## config.mk

```make
export PLATFORM = sky130hd
export DESIGN_NAME = xfer_npc
export DESIGN_NICKNAME = d
export VERILOG_FILES = /design/src/rtl/xfer_npc_pkg.sv /design/src/rtl/xfer_npc_cond.sv /design/src/rtl/xfer_npc_target.sv /design/src/rtl/xfer_npc.sv
export SDC_FILE = /design/constraint.sdc
export NUM_CORES = 1
export LEC_CHECK = 0
export ABC_AREA = 0
export BUFFER_PORTS_ARGS = -buffer_cell sky130_fd_sc_hd__buf_2
export CAP_MARGIN = 30
export CORE_ASPECT_RATIO = 0.5
export CORE_MARGIN = 2
export CORE_UTILIZATION = 40
export CTS_CLUSTER_DIAMETER = 80
export DETAILED_ROUTE_END_ITERATION = 12
export GPL_ROUTABILITY_DRIVEN = 1
export GPL_TIMING_DRIVEN = 0
export PLACE_DENSITY = 0.7
export REMOVE_ABC_BUFFERS = 1
export SYNTH_ARGS = -nofsm -noshare
export SYNTH_HDL_FRONTEND = slang
export SYNTH_SLANG_ARGS = --single-unit
```

## constraint.sdc

```tcl
create_clock -name clk -period 4 [get_ports clk]
set_input_delay 0.4 -clock clk [delete_from_list [all_inputs] [get_ports clk]]
set_output_delay 0.4 -clock clk [all_outputs]
set_load 0.1 [all_outputs]
```

## src/rtl/xfer_npc_pkg.sv

```systemverilog
package xfer_npc_pkg;
  localparam int CLS_W = 4;

  typedef enum logic [CLS_W-1:0] {
    XF_NONE     = 4'd0,
    XF_BR_ZERO  = 4'd1,
    XF_BR_NZERO = 4'd2,
    XF_BR_FPT   = 4'd3,
    XF_BR_FPF   = 4'd4,
    XF_JREL     = 4'd5,
    XF_JREL_LNK = 4'd6,
    XF_JREG     = 4'd7,
    XF_JREG_LNK = 4'd8
  } xfer_cls_e;

  typedef struct packed {
    logic take;
    logic use_reg;
    logic use_long;
    logic do_link;
  } xfer_ctl_t;
endpackage

```

## src/rtl/xfer_npc_cond.sv

```systemverilog
module xfer_npc_cond
  import xfer_npc_pkg::*;
#(
  parameter int XLEN = 32
) (
  input  logic [CLS_W-1:0] cls_raw,
  input  logic [XLEN-1:0]  reg_val,
  input  logic             fp_flag,
  output xfer_ctl_t        ctl
);
  logic is_zero;
  assign is_zero = (reg_val == '0);

  always_comb begin
    ctl = '0;
    unique case (cls_raw)
      XF_BR_ZERO:  ctl.take = is_zero;
      XF_BR_NZERO: ctl.take = !is_zero;
      XF_BR_FPT:   ctl.take = fp_flag;
      XF_BR_FPF:   ctl.take = !fp_flag;
      XF_JREL: begin
        ctl.take     = 1'b1;
        ctl.use_long = 1'b1;
      end
      XF_JREL_LNK: begin
        ctl.take     = 1'b1;
        ctl.use_long = 1'b1;
        ctl.do_link  = 1'b1;
      end
      XF_JREG: begin
        ctl.take    = 1'b1;
        ctl.use_reg = 1'b1;
      end
      XF_JREG_LNK: begin
        ctl.take    = 1'b1;
        ctl.use_reg = 1'b1;
        ctl.do_link = 1'b1;
      end
      default: ctl = '0;
    endcase
  end
endmodule

```

## src/rtl/xfer_npc_target.sv

```systemverilog
module xfer_npc_target
  import xfer_npc_pkg::*;
#(
  parameter int XLEN    = 32,
  parameter int SHORT_W = 16,
  parameter int LONG_W  = 26
) (
  input  logic [XLEN-1:0] pc,
  input  logic [XLEN-1:0] instr,
  input  logic [XLEN-1:0] reg_val,
  input  xfer_ctl_t       ctl,
  output logic [XLEN-1:0] next_pc,
  output logic [XLEN-1:0] link_val
);
  localparam int SEXT_S = XLEN - SHORT_W;
  localparam int SEXT_L = XLEN - LONG_W;

  logic [XLEN-1:0] seq_pc;
  logic [XLEN-1:0] off_short;
  logic [XLEN-1:0] off_long;
  logic [XLEN-1:0] rel_tgt;

  assign off_short = {{SEXT_S{instr[SHORT_W-1]}}, instr[SHORT_W-1:0]};
  assign off_long  = {{SEXT_L{instr[LONG_W-1]}},  instr[LONG_W-1:0]};

  assign seq_pc   = pc + XLEN'(4);
  assign link_val = pc + XLEN'(8);
  assign rel_tgt  = seq_pc + (ctl.use_long ? off_long : off_short);

  always_comb begin
    if (!ctl.take)       next_pc = seq_pc;
    else if (ctl.use_reg) next_pc = reg_val;
    else                 next_pc = rel_tgt;
  end
endmodule

```

## src/rtl/xfer_npc.sv

```systemverilog
module xfer_npc
  import xfer_npc_pkg::*;
#(
  parameter int          XLEN     = 32,
  parameter int          SHORT_W  = 16,
  parameter int          LONG_W   = 26,
  parameter int          REG_AW   = 5,
  parameter logic [31:0] RESET_PC = 32'h0
) (
  input  logic              clk,
  input  logic              rst,
  input  logic              in_valid,
  input  logic [3:0]        op_class,
  input  logic [XLEN-1:0]   pc,
  input  logic [XLEN-1:0]   instr,
  input  logic [XLEN-1:0]   src_val,
  input  logic              fp_flag,
  output logic [REG_AW-1:0] src_idx,
  output logic              out_valid,
  output logic [XLEN-1:0]   next_pc,
  output logic              taken,
  output logic              link_we,
  output logic [REG_AW-1:0] link_rd,
  output logic [XLEN-1:0]   link_data
);
  localparam int              SRC_MSB  = XLEN - 7;
  localparam logic [REG_AW-1:0] LINK_IDX = {REG_AW{1'b1}};

  xfer_ctl_t       ctl;
  logic [XLEN-1:0] npc_d;
  logic [XLEN-1:0] link_d;

  assign src_idx = instr[SRC_MSB -: REG_AW];
  assign link_rd = LINK_IDX;

  xfer_npc_cond #(.XLEN(XLEN)) u_cond (
    .cls_raw (op_class),
    .reg_val (src_val),
    .fp_flag (fp_flag),
    .ctl     (ctl)
  );

  xfer_npc_target #(.XLEN(XLEN), .SHORT_W(SHORT_W), .LONG_W(LONG_W)) u_tgt (
    .pc       (pc),
    .instr    (instr),
    .reg_val  (src_val),
    .ctl      (ctl),
    .next_pc  (npc_d),
    .link_val (link_d)
  );

  always_ff @(posedge clk) begin
    if (rst) begin
      out_valid <= 1'b0;
      next_pc   <= XLEN'(RESET_PC);
      taken     <= 1'b0;
      link_we   <= 1'b0;
      link_data <= '0;
    end else begin
      out_valid <= in_valid;
      if (in_valid) begin
        next_pc   <= npc_d;
        taken     <= ctl.take;
        link_we   <= ctl.do_link;
        link_data <= link_d;
      end else begin
        taken   <= 1'b0;
        link_we <= 1'b0;
      end
    end
  end

  assert_reset_state_R1: assert property (@(posedge clk)
    $past(rst) |-> (!out_valid && !taken && !link_we));

  assert_valid_follows_R2: assert property (@(posedge clk) disable iff (rst)
    in_valid |=> out_valid);

  assert_idle_quiet_R2: assert property (@(posedge clk) disable iff (rst)
    !out_valid |-> (!taken && !link_we));

  assert_seq_pc_R10: assert property (@(posedge clk) disable iff (rst)
    (out_valid && !taken) |-> (next_pc == $past(pc) + XLEN'(4)));

  assert_link_value_R7: assert property (@(posedge clk) disable iff (rst)
    link_we |-> (taken && link_data == $past(pc) + XLEN'(8)));

  assert_jreg_target_R8: assert property (@(posedge clk) disable iff (rst)
    (in_valid && (op_class == 4'd7 || op_class == 4'd8)) |=> (taken && next_pc == $past(src_val)));
endmodule

```

== After elaboration in Yosys (flattened, before gate mapping) ==
Cells that the tools add are included.

* Register bits: 67
* Bits in latches: 0
* RAM bits: 0
* Bits in read-only memories: 0
* Input bits: 104
* Memories: 0

* Add/subtract/negate cells: 3
* $mul: 0
* Divide/modulo/power cells: 0
* Magnitude comparators: 0
* Equal/unequal tests: 8
* Shift-type cells: 0
* Mux-type cells: 7
* Bitwise logic cells: 1
* Reductions and logical operators: 8

{| class="wikitable"
|+ Operator list
! operator !! number
|-
| 32-bit 2-to-1 mux || 3
|-
| 32-bit by 3-bit adder with 32-bit output, second input constant || 1
|-
| 32-bit adder || 1
|-
| 32-bit by 4-bit adder with 32-bit output, second input constant || 1
|-
| 32-bit zero test || 1
|-
| 4-bit by 3-bit equality test with 1-bit output, second input constant || 4
|-
| 4-bit by 2-bit equality test with 1-bit output, second input constant || 2
|-
| 2-bit OR reduction || 4
|-
| 1-bit one-hot mux with 5 select lines || 1
|-
| 4-bit by 1-bit equality test with 1-bit output, second input constant || 1
|-
| 4-bit equality test, second input constant || 1
|-
| 4-bit OR reduction || 1
|-
| 1-bit 2-to-1 mux || 3
|-
| 1-bit zero test || 2
|-
| 1-bit inverter || 1
|}

== Longest topological paths before layout ==
Gate-level depths: netlist (run 1).

* Depth after elaboration: 7
* Mapped depth: 17
* Mapped depth without buffers: 17

== Hierarchy ==
From an unflattened synthesis (run 1), not the netlist that was laid out.

* Cell total of the unflattened synthesis: 776
* Area, all modules: 6065.8 µm²

{| class="wikitable"
|+ By module, submodules not included
! module !! instances !! cells an instance !! area each (µm²) !! seq. area each (µm²)
|-
| xfer_npc_target || 1 || 523 || 3392.0 || 0.0
|-
| xfer_npc || 1 || 223 || 2468.6 || 1341.3
|-
| xfer_npc_cond || 1 || 30 || 205.2 || 0.0
|}

== Least setup slack after synthesis (run 1) ==
OpenSTA, ideal clock, no wires.

* Kind: input to register
* Start: input pc[5]
* End: register next_pc[16]
* Library setup time: 114 ps
* Arrival time: 3508 ps
* Required time: 3886 ps
* Path slack: 378 ps
* Stages on the path: 15
* Buffers on the path: 2
* Cells stage by stage: clkbuf_1 nand4_1 nor2_1 clkbuf_1 nand3_1 xnor2_1 ha_1 nand3_1 nor2_1 a2111oi_1 o21ai_0 xnor2_1 nand2_1 o21ai_0 a2111oi_0

* Cells in the longest elaborated chain, start to end: 4

{| class="wikitable"
|+ Ends and longest elaborated chain
! what !! RTL line !! text
|-
| from (decl) || xfer_npc.sv:14 || <nowiki>input logic [XLEN-1:0] pc,</nowiki>
|-
| 32-bit by 3-bit adder with 32-bit output (*) || xfer_npc_target.sv:26 || <nowiki>assign seq_pc = pc + XLEN'(4);</nowiki>
|-
| 32-bit adder || xfer_npc_target.sv:28 || <nowiki>assign rel_tgt = seq_pc + (ctl.use_long ? off_long : off_short);</nowiki>
|-
| 32-bit 2-to-1 mux || xfer_npc_target.sv:32 || <nowiki>else if (ctl.use_reg) next_pc = reg_val;</nowiki>
|-
| 32-bit 2-to-1 mux (*) || xfer_npc_target.sv:31 || <nowiki>if (!ctl.take) next_pc = seq_pc;</nowiki>
|-
| to (signal assigned) || xfer_npc.sv:55 || <nowiki>next_pc <= XLEN'(RESET_PC);</nowiki>
|-
| to (signal assigned) || xfer_npc.sv:62 || <nowiki>next_pc <= npc_d;</nowiki>
|-
| to (decl) || xfer_npc.sv:20 || <nowiki>output logic [XLEN-1:0] next_pc,</nowiki>
|}

Mark *: on every way between the ends. The rest lies on a longest branch, timed or not.
A chain may end at the register's enable or synchronous reset.

== Final worst setup path (run 1) ==
* Start: input pc[12]
* End: register next_pc[30]

The elaborated chain is that of the path after synthesis.

==> reports/metrics.yaml, run 1 <==
power_and_ir_drop:
  power_density_mw_per_mm2: 387
  p_leak_nw: 3.11
  ir_drop_mv: 0.172
worst_setup_path:
  crit_type: "in2reg"
  worstPathArrival_ps: 3990
  timing.critical_path.to: "next_pc[30]"
  worst_path_max_delay_cell: "or4_4"
  cp.required_ps: 4190
  critical_path.most_common_cell: "a21oi_1"
  cp-start-kind: "input port"
  reg2reg_depth: 3
  r2r_end: "next_pc[25]"
  cp_cell_sequence: "buf_2 > nand4_2 > or4_4 > nor3_4 > nand4_1 > xnor2_2 > ha_2 > a21oi_1 > o21ai_0 > nand2b_1 > a2111o_1 > a31oi_4 > o21ai_1 > a21oi_1 > mux2i_1 > a21oi_1"
  cpPeakStageDelay_ps: 580
  path_max_fanout: 6
  r2r_start: "next_pc[25]"
  critPathCaptureType: "flip-flop"
  crit_start: "pc[12]"
  ff2ff_setup_slack_ps: 2980
yosys:
  ys.warnings.count: 0
  async_flop_share: 0
  synth_compound_area_frac: 0.235
  muxShareOfSynthArea: 0.0156
  ys.flop_type: "dfxtp_1"
  synth_top_family_by_area: "simple AND/OR/NAND/NOR gates"
  synth_cells: 766
  ys_seq_area_frac: 0.232
  synth_fa_ha_area_frac: 0.0812
  synth_edf_count: 0
  avgSynthCellArea_sq_um: 7.56
  yosysUniqueCellTypes: 74
  synth_seq_cells: 67
  syn_area_sq_mm: 0.00579
  synth_xor_area_frac: 0.121
  yosys.area_share.simple: 0.259
global_routing:
  grt_pass1_vias: 5644
  antenna_found_initial: 0
  track_usage: 0.231
  grt_pass1_wl_microns: 28600
  grt_overflow: 0
  grt_max_degree: 85
timing:
  max_freq_mhz: 264
  rsz0062_at_grt: "true"
  worstMarginPinSlew_ps: 952
  tns_ps: 0
  finalSetupViolCount: 0
  slew_headroom: 0.361
  finalHoldViolations: 0
  drv_slew: 0
  period_share: 0.948
  setup_slack_ps: 208
  min_period_ps: 3790
  finalClockSkew_ps: 0
detailed_routing:
  ant_nets: 0
  via_count: 6141
  wl_met3_microns: 842
  wl_per_cell_microns: 16.6
  drtIter0Drc: 360
  met2WireLength_microns: 8540
  wirelength_microns: 18500
  dr.pass1.iters: 5
  drcViolationCount: 0
  vias_per_cell: 5.54
  wl_met1_microns: 8790
  route.top_layer_used: "met4"
hold_path:
  worstHoldPathType: "in2reg"
die:
  coreArea_sq_mm: 0.0143
  start_util: 0.405
  io-pin-count: 181
  die_h_microns: 89.1
  design.die.area_sq_mm: 0.0155
  std_cell_rows: 31
  fp.dieW_microns: 174
cts:
  clk_path_buf_depth: 2
  cts_tree: "yes"
  cts_root_buffer: "clkbuf_16"
  numClockSinks: 67
  clk_pin_slew_worst_paths_ps: 60
  insertion_delay_ps: 340
  htreeDepth: 3
  cts_buffers: 9
cells_and_area:
  finalNetCount: 1047
  layout-drive-gt1-share: 0.250
  syn_to_final_growth_pct: 23.9
  design_area_sq_mm: 0.00718
  final_common_cell: "buf_2"
  final_cell_mix: "buf_2, nand2_1, dfxtp_1"
  diodes: 0
job:
  maxCapViolCount: 0
placement:
  pre_cts_ws_ps: -669
  io_buffers: 169
  placedInstanceArea_sq_mm: 0.00672
  hpwlAfterDp_microns: 13900
  place_congestion: 0.907
outcome:
  status: "completed"
[synthesized netlist by cell type (5+ instances only)]
| cell | number | area (sq um) |
|---|---|---|
| buf_1 | 6 | 22.5 |
| nor2b_1 | 9 | 56.3 |
| or3_1 | 7 | 43.8 |
| and2_1 | 7 | 43.8 |
| a21o_1 | 9 | 67.6 |
| nor4_1 | 12 | 75.1 |
| a211oi_1 | 31 | 233 |
| and3_1 | 8 | 50.1 |
| nand2_1 | 92 | 345 |
| xnor2_1 | 47 | 412 |
| xor2_1 | 29 | 254 |
| o21ai_0 | 26 | 130 |
| buf_4 | 10 | 75.1 |
| mux2i_1 | 9 | 90.1 |
| ha_1 | 36 | 450 |
| a31oi_1 | 7 | 43.8 |
| nor3_1 | 17 | 85.1 |
| nand4_1 | 17 | 106 |
| dfxtp_1 | 67 | 1340 |
| inv_1 | 19 | 71.3 |
| o22ai_1 | 7 | 43.8 |
| clkbuf_1 | 35 | 131 |
| o211ai_1 | 23 | 173 |
| nand2b_1 | 10 | 62.6 |
| o21bai_1 | 5 | 37.5 |
| nor2_1 | 66 | 248 |
| nand3_1 | 31 | 155 |
| a21oi_1 | 48 | 240 |
[routing by layer]
metal | vias up | global-route usage
met4 | 0 | 0.0703
met1 | 2873 | 0.304
met3 | 25 | 0.0391
met2 | 180 | 0.395
li1 | 3063 | -
met5 | - | 0
[layout make-up]
type	count	area, sq um
Fill cell	1447	7140
Multi-Input combinational cell	629	4250
Sequential cell	67	1340
Timing Repair Buffer	179	962
Tap cell	198	248
Clock buffer	9	225
Clock inverter	7	76.3
Inverter	20	75.1
[kinds of logic (layout without fill, tap and decap cells)]
family | count (synthesis) | count (layout)
simple gates | 300 | 300
compound gates | 200 | 200
xor+xnor | 78 | 78
buf+inv | 74 | 215
flops | 67 | 67
fa+ha+maj | 37 | 37
mux | 9 | 9
other cells | 1 | 5
[report_power, final]
group	switching [W]	leakage (nW)	internal, W
registers	0.0000258	0.556	0.000723
clock network	0.000336	0.142	0.000486
logic	0.000877	2.41	0.000327
total	0.00124	3.11	0.00154
[registers in the layout (all words and copies together), names as in the netlist]
name and count:
next_pc 32, link_we 1, out_valid 1, link_data 32, taken 1
[critical path: cells and delay by family]
kind                     cells  cell delay, ps
XOR/XNOR                     1             240
adder cells (fa/ha/maj)      1             350
AND/OR/NAND/NOR              5            1270
AO/OA/AOI/OAI                7            1350
buffers and inverters        1             160
multiplexers                 1             210
[repair_timing]
action	CTS	global route
setup buffers	4	3
pin swaps	2	4
cloned	0	0
endpoints found under the setup margin	8	13
resized for setup	7	13
hold buffers	0	0
[worst min-delay path by stage]
stage | from | depth (start not counted) | to
2_1_floorplan | rst | 1 | next_pc[27]
3_3_place_gp | next_pc[8] | 2 | next_pc[8]
3_5_place_dp | next_pc[5] | 2 | next_pc[5]
4_1_cts | pc[3] | 2 | link_data[3]
5_1_grt | pc[3] | 2 | link_data[3]
6_report | pc[3] | 2 | link_data[3]
[metrics by stage]
step,std cells,hold WS (ps),power (W),utilization
floorplan,716,468,0.00164,-
CTS,1106,321,0.00277,0.495
global placement,1083,448,0.00192,0.464
finish,1109,325,0.00277,0.501
detailed placement,1086,452,0.00194,0.469
global route,1109,335,0.00291,0.501
No activity file was read; power rests on OpenSTA's default activity.
==> inputs of run 2 (changes only) <==
Settings changed: CORE_ASPECT_RATIO 0.5 to 1.5, CTS_CLUSTER_DIAMETER 80 to 50.
==> run 2 against run 1 <==
  * Clock skew did not move
  * Critical path type unchanged
  * Final cell count fell by 0.36%
  * Wire length rose by 1.4%
  * Largest cell class unchanged
  * Global-route usage rose by 0.68 points
  * Clock-buffer cell count rose by 1
  * Power fell by 0.50%
  * Non-clock buffer count rose by 2
  * Combinational power barely moved
  * First-iteration DRC count fell by 43%
  * Worst hold slack improved by 3.3 ps
==> reports/metrics.yaml, run 2 (synthesis gave the netlist of run 1 again) <==
cells_and_area:
  postLayoutCoreUtil: 0.510  # +0.00861
  top_regs: "link_data x32, next_pc x32"
  finalNetCount: 1049  # +0.19%
  diodes: 0  # unchanged
  layout-drive-gt1-share: 0.252  # +0.00164
  fin_cells: 1105  # -0.36%
  final_common_cell: "buf_2"
  syn_to_final_growth_pct: 23.8  # about the same
  final_cell_mix: "buf_2, nand2_1, dfxtp_1"
timing:
  whs_ps: 328  # +3.32 ps
  finalClockSkew_ps: 0  # unchanged
  finalHoldViolations: 0  # unchanged
  max_freq_mhz: 263  # -0.36%
  worstMarginPinSlew_ps: 904  # -48.1 ps
  tns_ps: 0  # unchanged
  period_share: 0.951  # +0.00338
  drv_slew: 0  # unchanged
  finalSetupViolCount: 0  # unchanged
  min_period_ps: 3810  # +13.5 ps
  slew_headroom: 0.393  # +0.0322
power_and_ir_drop:
  power_density_mw_per_mm2: 385  # -0.42%
  total_power_w: 0.00276  # -0.50%
  p_leak_nw: 3.14  # +0.85%
  ir_drop_mv: 0.194  # +13%
cts:
  htreeDepth: 3  # unchanged
  insertion_delay_ps: 330  # about the same
  cts_root_buffer: "clkbuf_16"
  cts_tree: "yes"
  cts_buffers: 9  # unchanged
  clk_path_buf_depth: 2  # unchanged
  clk_pin_slew_worst_paths_ps: 60  # about the same
  numClockSinks: 67  # unchanged
  cts_hold_buffers: 0  # unchanged
global_routing:
  antenna_found_initial: 0  # unchanged
  track_usage: 0.237  # +0.00676
  grt_pass1_vias: 5917  # +4.8%
  grt_overflow: 0  # unchanged
  grt_pass1_wl_microns: 28900  # +1.3%
  grt_max_degree: 54  # -36%
detailed_routing:
  drtIter0Drc: 207  # -43%
  wl_per_cell_microns: 16.9  # +1.7%
  vias_per_cell: 5.54  # about the same
  wl_met3_microns: 846  # +0.48%
  drcViolationCount: 0  # unchanged
  wl_met1_microns: 7500  # -15%
  wirelength_microns: 18700  # +1.4%
  via_count: 6123  # -0.29%
  dr.pass1.iters: 6  # +1
  route.top_layer_used: "met4"
  ant_nets: 0  # unchanged
  met2WireLength_microns: 9810  # +15%
die:
  fp.dieW_microns: 102  # -41%
  coreArea_sq_mm: 0.0141  # -1.8%
  die_h_microns: 151  # +70%
  std_cell_rows: 53  # +71%
  start_util: 0.412  # +0.00731
  io-pin-count: 181  # unchanged
  design.die.area_sq_mm: 0.0155  # -0.25%
placement:
  io_buffers: 169  # unchanged
  dp_cells: 1080  # -0.55%
  hpwlAfterDp_microns: 14200  # +2.0%
  place_congestion: 0.922  # +1.7%
worst_setup_path:
  cp-start-kind: "input port"
  cp.required_ps: 4190  # about the same
  worstPathArrival_ps: 3990  # about the same
  critPathCaptureType: "flip-flop"
  crit_type: "in2reg"
  path_max_fanout: 6  # unchanged
outcome:
  status: "completed"
hold_path:
  worstHoldPathType: "in2reg"
job:
  maxCapViolCount: 0  # unchanged
[run 2: cell count changes in the layout (fill, tap and decap cells not counted), sizes merged]
cell,before,now
buf,178,181
clkinvlp,2,1
[run 2: area by class of cell]
class	count	area [sq um]
sequential	67	1340
inverter	20	75.1
timing repair buffer	181	977
multi-input combinational	629	4240
fill	1490	6890
tap	192	240
clock inverter	6	65.1
clock buffer	10	229
[run 2: what timing repair did]
| item | in CTS | in global routing |
|---|---|---|
| buffers inserted | 0 | 9 |
| cloned | 0 | 0 |
| pin swaps | 0 | 5 |
| resized for setup | 8 | 11 |
| endpoints found under the setup margin | 7 | 7 |
[run 2: stage by stage]
stage	worst slack, ps	cell area, sq um
floorplan	411	5550
detailed placement	-579	6710
global placement	-711	6640
global route	-16.5	7170
finish	194	7170
CTS	5.80	7040
[run 2: layer usage]
layer  track usage  up-vias
li1              -     3073
met1         0.272     2820
met2         0.435      197
met3        0.0346       33
met4        0.0927        0
met5             0        -
[run 2: final timing paths]
path	start	end	slack, ps	depth (start not counted)
max	pc[12]	next_pc[30]	190	16
min	pc[3]	link_data[3]	330	2
max reg2reg	next_pc[25]	next_pc[25]	2960	3
min reg2reg	next_pc[8]	next_pc[8]	460	2
[run 2: report_power, final]
group          switching [W]  total, W  internal (W)  leakage [nW]
registers          0.0000272  0.000750      0.000723         0.556
clock network       0.000328  0.000812      0.000484         0.143
logic               0.000873   0.00120      0.000325          2.44
total                0.00123   0.00276       0.00153          3.14
[run 2: critical path: stages]
cell,delay (ps)
buf_2,150
nand4_2,160
or4_4,570
nor3_4,190
nand4_1,170
xnor2_2,270
ha_2,370
a21oi_1,140
o21ai_0,140
nand2b_1,170
a2111o_1,360
a31oi_2,250
o21ai_1,150
a21oi_1,220
mux2i_1,210
a21oi_1,80
==> inputs of run 3 (changes only) <==
Settings changed: CELL_PAD_IN_SITES_DETAIL_PLACEMENT from default to 0, CELL_PAD_IN_SITES_GLOBAL_PLACEMENT from default to 1, CORE_UTILIZATION 40 to 37, PLACE_DENSITY 0.7 to 0.86.
==> run 3 against run 2 <==
  * Die area up 7.8%
  * Clock-buffer cell count unchanged
  * Wire length increased by 3.0%
==> reports/metrics.yaml, run 3 (synthesis gave the netlist of run 1 again) <==
die:
  io-pin-count: 181  # unchanged
  fp.dieW_microns: 106  # +3.8%
  start_util: 0.374  # -0.0379
  coreArea_sq_mm: 0.0155  # +10%
  std_cell_rows: 56  # +5.7%
  design.die.area_sq_mm: 0.0167  # +7.8%
  die_h_microns: 157  # +3.9%
cells_and_area:
  final_cell_mix: "buf_2, nand2_1, dfxtp_1"
  syn_to_final_growth_pct: 24.6
  layout-drive-gt1-share: 0.253  # +0.00137
  final_common_cell: "buf_2"
  top_regs: "link_data x32, next_pc x32"
  diodes: 0  # unchanged
  finalNetCount: 1048  # -0.095%
  postLayoutCoreUtil: 0.466  # -0.0439
detailed_routing:
  vias_per_cell: 5.49  # -0.91%
  met2WireLength_microns: 10100  # +2.8%
  drtIter0Drc: 237  # +14%
  via_count: 6122  # -0.016%
  wl_met3_microns: 919  # +8.6%
  ant_nets: 0  # unchanged
  route.top_layer_used: "met4"
  drcViolationCount: 0  # unchanged
  wirelength_microns: 19300  # +3.0%
  wl_per_cell_microns: 17.3  # +2.1%
  wl_met1_microns: 7610  # +1.6%
  dr.pass1.iters: 5  # -1
timing:
  rsz0062_at_grt: "false"
  period_share: 0.947  # -0.00491
  finalClockSkew_ps: 0  # unchanged
  tns_ps: 0  # unchanged
  worstMarginPinSlew_ps: 938  # +33.7 ps
  drv_slew: 0  # unchanged
  min_period_ps: 3790  # -19.7 ps
  finalSetupViolCount: 0  # unchanged
  finalHoldViolations: 0  # unchanged
  whs_ps: 326  # -2.48 ps
  slew_headroom: 0.375  # -0.0188
  max_freq_mhz: 264  # +0.52%
cts:
  cts_hold_buffers: 0  # unchanged
  clk_path_buf_depth: 2  # unchanged
  cts_root_buffer: "clkbuf_16"
  clk_pin_slew_worst_paths_ps: 60  # about the same
  numClockSinks: 67  # unchanged
  cts_buffers: 9  # unchanged
  cts_tree: "yes"
  insertion_delay_ps: 340  # about the same
  htreeDepth: 3  # unchanged
hold_path:
  hold_path_end: "link_data[3]"
  worstHoldPathType: "in2reg"
  min_delay_path_depth: 2  # unchanged
  hp-start: "pc[3]"
worst_setup_path:
  reg2reg_depth: 3  # unchanged
  cpPeakStageDelay_ps: 440  # -130 ps
  path_max_fanout: 8  # +2
  cp-start-kind: "input port"
  critPathCaptureType: "flip-flop"
  r2r_start: "next_pc[25]"
  ff2ff_setup_slack_ps: 2970  # about the same
  cp.required_ps: 4220  # +30 ps
  crit_type: "in2reg"
  cp_cell_sequence: "buf_2 > ha_1 > nand4_1 > nor2_4 > nand4_1 > xnor2_2 > ha_1 > nand3_1 > nand3b_1 > nand3b_1 > a2111o_1 > nand2_1 > xor2_1 > nor2_1 > a21oi_1 > a2111oi_0"
  worst_path_max_delay_cell: "a2111oi_0"
  worstPathArrival_ps: 4000  # about the same
  r2r_end: "next_pc[25]"
placement:
  io_buffers: 169  # unchanged
  hpwlAfterDp_microns: 15000  # +5.7%
  place_congestion: 0.915  # -0.82%
global_routing:
  antenna_found_initial: 0  # unchanged
  grt_pass1_wl_microns: 30200  # +4.5%
  grt_overflow: 0  # unchanged
  track_usage: 0.231  # -0.00633
  grt_pass1_vias: 5969  # +0.88%
  grt_max_degree: 54  # unchanged
power_and_ir_drop:
  p_leak_nw: 3.14  # about the same
  total_power_w: 0.00277  # +0.50%
  power_density_mw_per_mm2: 384  # -0.17%
  ir_drop_mv: 0.226  # +16%
job:
  maxCapViolCount: 0  # unchanged
outcome:
  status: "completed"
## run 3: timing repair
| action | in CTS | in global routing |
|---|---|---|
| setup endpoints to repair | 10 | 11 |
| pin swaps | 2 | 5 |
| buffers inserted | 1 | 6 |
| gates resized for setup | 11 | 13 |
## run 3: how the worst max path moves through the flow
stage / cells past startpoint / endpoint / from / slack, ps
6_report: 16 / next_pc[22] / pc[4] / 210
5_1_grt: 16 / next_pc[30] / pc[12] / 10
4_1_cts: 16 / next_pc[30] / pc[10] / 9
3_5_place_dp: 15 / next_pc[20] / pc[4] / -700
3_3_place_gp: 15 / next_pc[16] / pc[4] / -750
2_1_floorplan: 14 / next_pc[16] / pc[3] / 410
## run 3: critical path: cells and delay by family
family                   cells  cell delay, ps
adder cells (fa/ha/maj)      2             650
AO/OA/AOI/OAI                3             950
buffers and inverters        1             160
XOR/XNOR                     2             350
AND/OR/NAND/NOR              8            1510
## run 3: stage by stage
stage / setup slack, ps / instances / instance area, sq um
after CTS: 8.78 / 1109 / 7090
final: 214 / 1115 / 7220
after global placement: -749 / 1088 / 6650
after global routing: 12.6 / 1115 / 7220
after floorplan: 411 / 716 / 5550
after detailed placement: -702 / 1092 / 6730
## run 3: routing by layer
| metal | track usage | up-vias |
|---|---|---|
| met5 | 0 | - |
| met3 | 0.0344 | 33 |
| met4 | 0.103 | 0 |
| met2 | 0.434 | 181 |
| li1 | - | 3056 |
| met1 | 0.254 | 2852 |
## run 3: layout make-up
cell class,instances,area [sq um]
clock buffer,10,229
clock inverter,6,65.1
fill,1630,8270
inverter,20,75.1
multi-input combinational,629,4280
sequential,67,1340
tap,203,254
timing repair buffer,180,973
## run 3: where the power goes
group	internal (W)	switching (W)	total (W)
clock	0.000484	0.000326	0.000810
combinational	0.000330	0.000883	0.00121
sequential	0.000723	0.0000282	0.000752
total	0.00154	0.00124	0.00277
